<file path="src/rtl/kw_pkg.sv">
`timescale 1ns/1ps
package kw_pkg;
   localparam int KW_AW = 2;

   typedef enum logic [KW_AW-1:0] {
      KW_LATCH = 2'd0,
      KW_DIR   = 2'd1,
      KW_KEYEN = 2'd2,
      KW_PULL  = 2'd3
   } kw_reg_e;
endpackage

</file>
<file path="src/rtl/kw_regs.sv">
`timescale 1ns/1ps
module kw_regs #(
   parameter int WIDTH    = 8,
   parameter int PU_GROUP = 4,
   localparam int NPU     = WIDTH / PU_GROUP
) (
   input  logic                    clk,
   input  logic                    rst_n,
   input  logic                    wr_en,
   input  logic [kw_pkg::KW_AW-1:0] wr_addr,
   input  logic [WIDTH-1:0]        wr_data,
   output logic [WIDTH-1:0]        latch_q,
   output logic [WIDTH-1:0]        dir_q,
   output logic [WIDTH-1:0]        keyen_q,
   output logic [NPU-1:0]          pull_q
);
   import kw_pkg::*;

   logic sel_latch, sel_dir, sel_keyen, sel_pull;

   always_comb begin
      sel_latch = wr_en && (wr_addr == KW_LATCH);
      sel_dir   = wr_en && (wr_addr == KW_DIR);
      sel_keyen = wr_en && (wr_addr == KW_KEYEN);
      sel_pull  = wr_en && (wr_addr == KW_PULL);
   end

   always_ff @(posedge clk or negedge rst_n) begin
      if (!rst_n) begin
         latch_q <= '0;
         dir_q   <= '0;
         keyen_q <= '0;
         pull_q  <= '0;
      end else begin
         if (sel_latch) latch_q <= wr_data;
         if (sel_dir)   dir_q   <= wr_data;
         if (sel_keyen) keyen_q <= wr_data;
         if (sel_pull)  pull_q  <= wr_data[NPU-1:0];
      end
   end
endmodule

</file>
<file path="src/rtl/kw_sync.sv">
`timescale 1ns/1ps
module kw_sync #(
   parameter int WIDTH  = 8,
   parameter int STAGES = 2
) (
   input  logic             clk,
   input  logic             rst_n,
   input  logic [WIDTH-1:0] d,
   output logic [WIDTH-1:0] q
);
   logic [WIDTH-1:0] stage_q [STAGES];

   // Reset to all ones: an idle pulled-up pin reads high, so release
   // from reset cannot fake a falling edge.
   always_ff @(posedge clk or negedge rst_n) begin
      if (!rst_n) stage_q[0] <= '1;
      else        stage_q[0] <= d;
   end

   for (genvar s = 1; s < STAGES; s++) begin : g_stage
      always_ff @(posedge clk or negedge rst_n) begin
         if (!rst_n) stage_q[s] <= '1;
         else        stage_q[s] <= stage_q[s-1];
      end
   end

   assign q = stage_q[STAGES-1];
endmodule

</file>
<file path="src/rtl/kw_keydet.sv">
`timescale 1ns/1ps
module kw_keydet #(
   parameter int WIDTH = 8
) (
   input  logic             clk,
   input  logic             rst_n,
   input  logic [WIDTH-1:0] level,
   input  logic [WIDTH-1:0] part,
   output logic             irq
);
   logic and_now;
   logic and_q;

   // Pins outside the participating set count as 1.
   always_comb and_now = &(level | ~part);

   always_ff @(posedge clk or negedge rst_n) begin
      if (!rst_n) begin
         and_q <= 1'b1;
         irq   <= 1'b0;
      end else begin
         and_q <= and_now;
         irq   <= and_q & ~and_now;
      end
   end
endmodule

</file>
<file path="src/rtl/keywake_port.sv">
`timescale 1ns/1ps
module keywake_port #(
   parameter int WIDTH       = 8,
   parameter int PU_GROUP    = 4,
   parameter int SYNC_STAGES = 2
) (
   input  logic                     clk,
   input  logic                     rst_n,
   input  logic                     wr_en,
   input  logic [kw_pkg::KW_AW-1:0] wr_addr,
   input  logic [WIDTH-1:0]         wr_data,
   input  logic [WIDTH-1:0]         pin_in,
   output logic [WIDTH-1:0]         pin_out,
   output logic [WIDTH-1:0]         pin_oe,
   output logic [WIDTH-1:0]         pin_pu,
   output logic [WIDTH-1:0]         port_rd,
   output logic                     key_irq
);
   localparam int NPU = WIDTH / PU_GROUP;

   if (WIDTH < 1 || PU_GROUP < 1 || (WIDTH % PU_GROUP) != 0) begin : g_bad_group
      $error("keywake_port: WIDTH must be a positive multiple of PU_GROUP");
   end
   if (SYNC_STAGES < 2) begin : g_bad_sync
      $error("keywake_port: SYNC_STAGES must be at least 2");
   end

   logic [WIDTH-1:0] latch_q, dir_q, keyen_q, pin_sync, part_mask;
   logic [NPU-1:0]   pull_q;

   kw_regs #(.WIDTH(WIDTH), .PU_GROUP(PU_GROUP)) u_regs (
      .clk     (clk),
      .rst_n   (rst_n),
      .wr_en   (wr_en),
      .wr_addr (wr_addr),
      .wr_data (wr_data),
      .latch_q (latch_q),
      .dir_q   (dir_q),
      .keyen_q (keyen_q),
      .pull_q  (pull_q)
   );

   kw_sync #(.WIDTH(WIDTH), .STAGES(SYNC_STAGES)) u_sync (
      .clk   (clk),
      .rst_n (rst_n),
      .d     (pin_in),
      .q     (pin_sync)
   );

   always_comb part_mask = keyen_q & ~dir_q;

   kw_keydet #(.WIDTH(WIDTH)) u_det (
      .clk   (clk),
      .rst_n (rst_n),
      .level (pin_sync),
      .part  (part_mask),
      .irq   (key_irq)
   );

   for (genvar i = 0; i < WIDTH; i++) begin : g_pin
      assign pin_pu[i]  = pull_q[i / PU_GROUP];
      assign port_rd[i] = dir_q[i] ? latch_q[i] : pin_sync[i];
   end

   assign pin_out = latch_q;
   assign pin_oe  = dir_q;
endmodule

</file>
<file path="config.mk">
export PLATFORM = sky130hd
export DESIGN_NAME = keywake_port
export DESIGN_NICKNAME = d
export VERILOG_FILES = /design/src/rtl/kw_pkg.sv /design/src/rtl/kw_regs.sv /design/src/rtl/kw_sync.sv /design/src/rtl/kw_keydet.sv /design/src/rtl/keywake_port.sv
export SDC_FILE = /design/constraint.sdc
export NUM_CORES = 1
export LEC_CHECK = 0
export ABC_AREA = 1
export BUFFER_PORTS_ARGS = -buffer_cell sky130_fd_sc_hd__buf_4
export CAP_MARGIN = 10
export CORE_UTILIZATION = 50
export DETAILED_ROUTE_END_ITERATION = 10
export GPL_TIMING_DRIVEN = 0
export PLACE_DENSITY = 0.78
export SLEW_MARGIN = 25
export SYNTH_ARGS = -nofsm -noshare
export SYNTH_HDL_FRONTEND = slang
export SYNTH_SLANG_ARGS = --single-unit
</file>
<file path="constraint.sdc">
create_clock -name clk -period 1.9 [get_ports clk]
set_input_delay 0.285 -clock clk [delete_from_list [all_inputs] [get_ports clk]]
set_output_delay 0.285 -clock clk [all_outputs]
set_load 0.1 [all_outputs]
</file>
; ---- Yosys cells after proc, flatten, opt, wreduce, memory -nomap -nowiden
; Index checks and enable logic that the tools add are counted.
; W data, S select, Z words.
[classes]
addsub = 0
mul = 0
div_mod_pow = 0
order_cmp = 0
n_eq_ne = 3
shift = 0
muxes = 8
n_bitwise = 6
reduce_logical = 6
[ops]
columns = cell, n
row1 = $not A8 Y8, 2
row2 = $and A8 B8 Y8, 1
row3 = $mux W1, 8
row4 = $or A8 B8 Y8, 1
row5 = $reduce_and A8 Y1, 1
row6 = $eq A2 B2 Y1 const B, 2
row7 = $logic_and A1 B1 Y1, 4
row8 = $eq A2 B1 Y1 const B, 1
row9 = $logic_not A2 Y1, 1
row10 = $and A1 B1 Y1, 1
row11 = $not A1 Y1, 1
[totals]
register_bits = 44
latch_bits = 0
ram_bits = 0
romBits = 0
output_inout_bits = 33
word_cells = 31
memories = 0

; ---- Depth between registers and ports, before layout
[logic_depth]
depth_word = 7
depth_mapped = 6

; ---- By module
; A second synthesis with hierarchy kept.
[hier_totals]
cells_unflattened = 221
area_unflattened_um2 = 1925.6
[modules_own_cells]
columns = module, n_inst, cells_per_inst, area_per_inst_um2, seq_area_each_um2
row1 = kw_regs, 1, 116, 1071.0, 650.6
row2 = kw_sync, 1, 24, 480.5, 420.4
row3 = keywake_port, 1, 54, 225.2, 0.0
row4 = kw_keydet, 1, 27, 148.9, 51.3

; ---- Worst setup path before layout
; Ideal clock, no wire load.
[synth_path]
kind = register to output
startpoint = register u_regs.dir_q[0]
endpoint = output port port_rd[0]
arrival_ns = 2.578
setup_slack_ns = -0.963
stages_incl_launch_ff = 3
cell_sequence = dfrtp_1 nor2_1 a21oi_1
[synth_via]
elab_chain_len = 1
[synth_lines]
columns = item, line_no
row1 = from (decl), kw_regs.sv:13  ; output logic [WIDTH-1:0] dir_q,
row2 = from (signal assigned), kw_regs.sv:36  ; if (sel_dir) dir_q <= wr_data;
row3 = $mux W1, keywake_port.sv:62  ; assign port_rd[i] = dir_q[i] ? latch_q[i] : pin_sync[i];
row4 = to (decl), keywake_port.sv:16  ; output logic [WIDTH-1:0] port_rd,
; Every way passes these cells.

; ---- Worst setup path in the final report
[layout_path]
startpoint = register u_sync.stage_q (netlist bit u_sync.q[3])
endpoint = output port port_rd[3]
[layout_via]
elab_chain_len = 1
[layout_lines]
columns = item, line_no
row1 = from (decl), kw_sync.sv:11  ; logic [WIDTH-1:0] stage_q [STAGES];
row2 = "from (signal, indexed assignment)", kw_sync.sv:23  ; else stage_q[s] <= stage_q[s-1];
row3 = $mux W1, keywake_port.sv:62
; Every way passes these cells.

==> results.rst <==
.. list-table::
   :header-rows: 1

   * - Metric
     - Value
   * - Placed cell count
     - roughly 260
   * - Number of warning messages in the yosys log
     - 0
   * - Power density of the placed cells
     - ~1300 nW/um^2
   * - Initial core utilization
     - a little over half
   * - Critical path launch point type
     - flip-flop
   * - Total number of vias
     - approximately 1300
   * - Unrepaired setup endpoints after global routing
     - false
   * - Final min period
     - about 1.7 ns
   * - Total of buffers placed on input and output ports
     - 53
   * - Leakage
     - 1.15 nW
   * - Count of clock tree sinks
     - 44
   * - Final worst slack
     - ~0.25 ns
   * - Worst-path cell chain
     - nor2_1, a21oi_4, buf_4
   * - Count of cell instances traversed by the critical path
     - 3
   * - Multi-input gate area
     - between 500 and 600 sq um
   * - Area growth, synth to finish
     - 37.9%
   * - Sequential-to-total area share from yosys stat
     - about two thirds
   * - Worst min-delay path category
     - input port to flip-flop
   * - Final setup vio count
     - 0
   * - Flip-flop and latch count after synthesis
     - 44
   * - Class of the most critical setup path
     - flip-flop to output port
   * - Most common cell after layout, fill and taps aside
     - buf_4
   * - Worst-path cell with the longest stage delay
     - dfstp_2
   * - Critical path required time
     - between 1.5 and 2 ns
   * - Number of DRC markers in iteration 0
     - between 40 and 50
   * - Result of the run
     - complete, no violations
   * - Sum Neg Setup Slack
     - 0 ns
   * - Distinct cells, synth
     - 17
   * - CP Capture Type
     - output port
   * - Reg-to-reg startpoint
     - u_regs.dir_q[0]
   * - Worst IR Drop VDD
     - 0.815 mV
   * - Vias in the first global route
     - 1248
   * - Count of cells along the worst register-to-register path
     - 5
   * - Placer's final routability congestion estimate
     - around 0.72
   * - Max Buffers Root-to-Sink
     - 2
   * - Fillcell total
     - between 200 and 250
   * - Global-route total usage across every layer
     - between 20% and 30%
   * - Pin slew with the least headroom to its limit
     - between 0.5 and 0.6 ns
   * - H-Tree Level Count
     - 2
   * - Core Box Area
     - 3150 sq um
   * - Vias/cell
     - just under 5
   * - Layout cell share with drive strength beyond 1
     - roughly 58%
   * - Final hold violations
     - 0
   * - Top-level I/O count
     - 54
   * - Largest net degree at the start of global routing
     - 45
   * - Clock Root Buffer
     - clkbuf_4
   * - Final net count
     - 244
   * - Die width
     - just over 60 microns
   * - Endpoint arrival time on the critical path
     - between 1 and 1.5 ns
   * - Count of nets left with antenna violations after detail routing
     - 0
   * - Clock latency of the later-clocked register in the worst-skew pair
     - roughly 0.35 ns
   * - Sequential cell area
     - between 1000 and 1500 sq um
   * - Commonest cells after routing, fill and taps aside
     - 59 x buf_4, 38 x nand2_1, 17 x inv_1, 17 x dfstp_2, 16 x dfrtp_2
   * - TritonCTS Buffers
     - 5
   * - Highest cell delay on the worst timing path
     - 0.54 ns
   * - Post-route clock skew
     - around 0.011 ns
   * - Worst reg-to-reg setup slack
     - around 0.76 ns
   * - Maximum Capacitance Violations
     - 0
   * - Final cell count without fillers
     - between 200 and 300
   * - Timing endpoint of the critical path
     - port_rd[3]
   * - Die ar.
     - ~3700 sq um
   * - Synth Net Count
     - about 180
   * - Synthesized cell area
     - approximately 1700 sq um
   * - Maximum fanout along the worst path
     - 2
   * - Routed Wire Length
     - 3470 microns
   * - Number of standard cells after synthesis
     - roughly 160
   * - Number of placement rows
     - 20
   * - Clk pin slew, worst setup/hold paths
     - 0.12 ns
   * - Initial antenna violation count
     - 0
   * - Final count of pins violating max slew
     - 0
   * - Pre-CTS setup slack
     - ~0.63 ns
   * - Mean instance size in the synthesized netlist
     - approximately 11 sq um
   * - Achievable clock frequency
     - 606 MHz
   * - CTS tree
     - yes
   * - Drt drc
     - 0
   * - Inserted Diodes
     - 0
   * - Total iterations of the first detailed-routing run
     - 4
   * - Die Y
     - about 61 microns
   * - Fin crit share
     - 86.9%
   * - Total congestion overflow
     - 0
   * - Buffer and inverter count on the worst path
     - 1
   * - Placed wire-length estimate after detailed placement
     - 2580 microns
   * - Average wire length per cell after detail routing
     - around 13 microns
   * - Crit. Startpoint
     - u_sync.q[3]
   * - Reg2reg end
     - u_det.and_q
   * - Worst path top cell family by delay
     - flip-flops
   * - Global-route wire length before repair
     - 5510 microns
   * - Slew headroom
     - 65.1%
## synthesized netlist by cell type
| library cell | n | area share (%) |
|---|---|---|
| nand2_2 | 2 | 0.73 |
| nor2_1 | 11 | 2.4 |
| nand2_1 | 38 | 8.3 |
| buf_6 | 3 | 2.0 |
| nand3_2 | 1 | 0.58 |
| o21ai_0 | 2 | 0.58 |
| inv_1 | 17 | 3.7 |
| buf_4 | 6 | 2.6 |
| a21oi_1 | 9 | 2.6 |
| dfrtp_1 | 27 | 39 |
| dfstp_2 | 17 | 26 |
| o21ai_2 | 14 | 7.1 |
| and2_1 | 1 | 0.36 |
| inv_2 | 1 | 0.22 |
| nor2_2 | 1 | 0.36 |
| nand3_1 | 1 | 0.29 |
| o21ai_1 | 10 | 2.9 |
## per-stage QoR
step | area [sq um] | utilization [%] | hold WS (ns) | total power [W]
4_1_cts | 2360 | 74.9 | 0.0177 | 0.00315
3_3_place_gp | 2280 | 72.4 | 0.292 | 0.00262
6_report | 2370 | 75.2 | 0.0361 | 0.00312
2_1_floorplan | 1830 | - | -0.0106 | 0.00235
5_1_grt | 2370 | 75.2 | 0.000529 | 0.00325
3_5_place_dp | 2280 | 72.4 | 0.306 | 0.00265
## per-layer routing
| metal | vias to the layer above | GRT usage, % | part of all wire [%] |
|---|---|---|---|
| li1 | 626 | - | - |
| met1 | 627 | 23.9 | 40 |
| met2 | 43 | 38.6 | 52 |
| met3 | 5 | 7.89 | 6.2 |
| met4 | 0 | 6.82 | 1.2 |
| met5 | - | 0 | 0 |
## state kept, by name (all words and copies together) (netlist names)
signal	cells
u_sync.q	8
u_regs.dir_q	8
u_regs.keyen_q	8
u_regs.pull_q	2
u_det.and_q	1
u_regs.latch_q	8
u_sync.stage_q	8
u_det.irq	1
## cell families after synthesis
logic type,Yosys count,share of synthesized area (%)
compound gates,35,13.2
flops,44,65.2
buf+inv,27,8.51
simple gates,55,13.0
## worst register-to-register path: cells and delay by family, from the launching register on
family | cells | cell delay, ns
simple gates | 5 | 0.63
flops | 1 | 0.45
## where the power goes
part / leakage (nW) / internal [W] / total (W) / switching, W
Combinational: 0.613 / 0.000319 / 0.00145 / 0.00113
Sequential: 0.497 / 0.00108 / 0.00118 / 0.0000973
Clock: 0.0386 / 0.000218 / 0.000493 / 0.000275
## worst min path at each step
stage / startpoint / slack (ns) / depth (start not counted) / endpoint
final: pin_in[2] / 0.04 / 1 / u_sync.stage_q[10]
after global placement: rst_n / 0.29 / 1 / u_regs.dir_q[5]
after detailed placement: rst_n / 0.31 / 1 / u_regs.keyen_q[1]
after floorplan: rst_n / -0.01 / 0 / u_det.irq
after global routing: pin_in[6] / 0.0005 / 1 / u_sync.stage_q[14]
after CTS: pin_in[3] / 0.02 / 1 / u_sync.stage_q[11]
## cell type report
cell class | instances | area share [%]
sequential | 44 | 48.2
clock buffer | 8 | 2.90
tap | 44 | 2.32
buffer | 9 | 3.32
timing repair buffer | 55 | 17.6
inverter | 18 | 2.85
multi-input combinational | 90 | 22.8
## what timing repair did
| action | CTS | global route |
|---|---|---|
| hold buffers | 1 | 1 |
| gates resized for setup | 0 | 0 |
| buffers inserted | 0 | 0 |
| hold endpoints to repair | 27 | 1 |
Note: power is estimated with default switching activity, not from simulation.
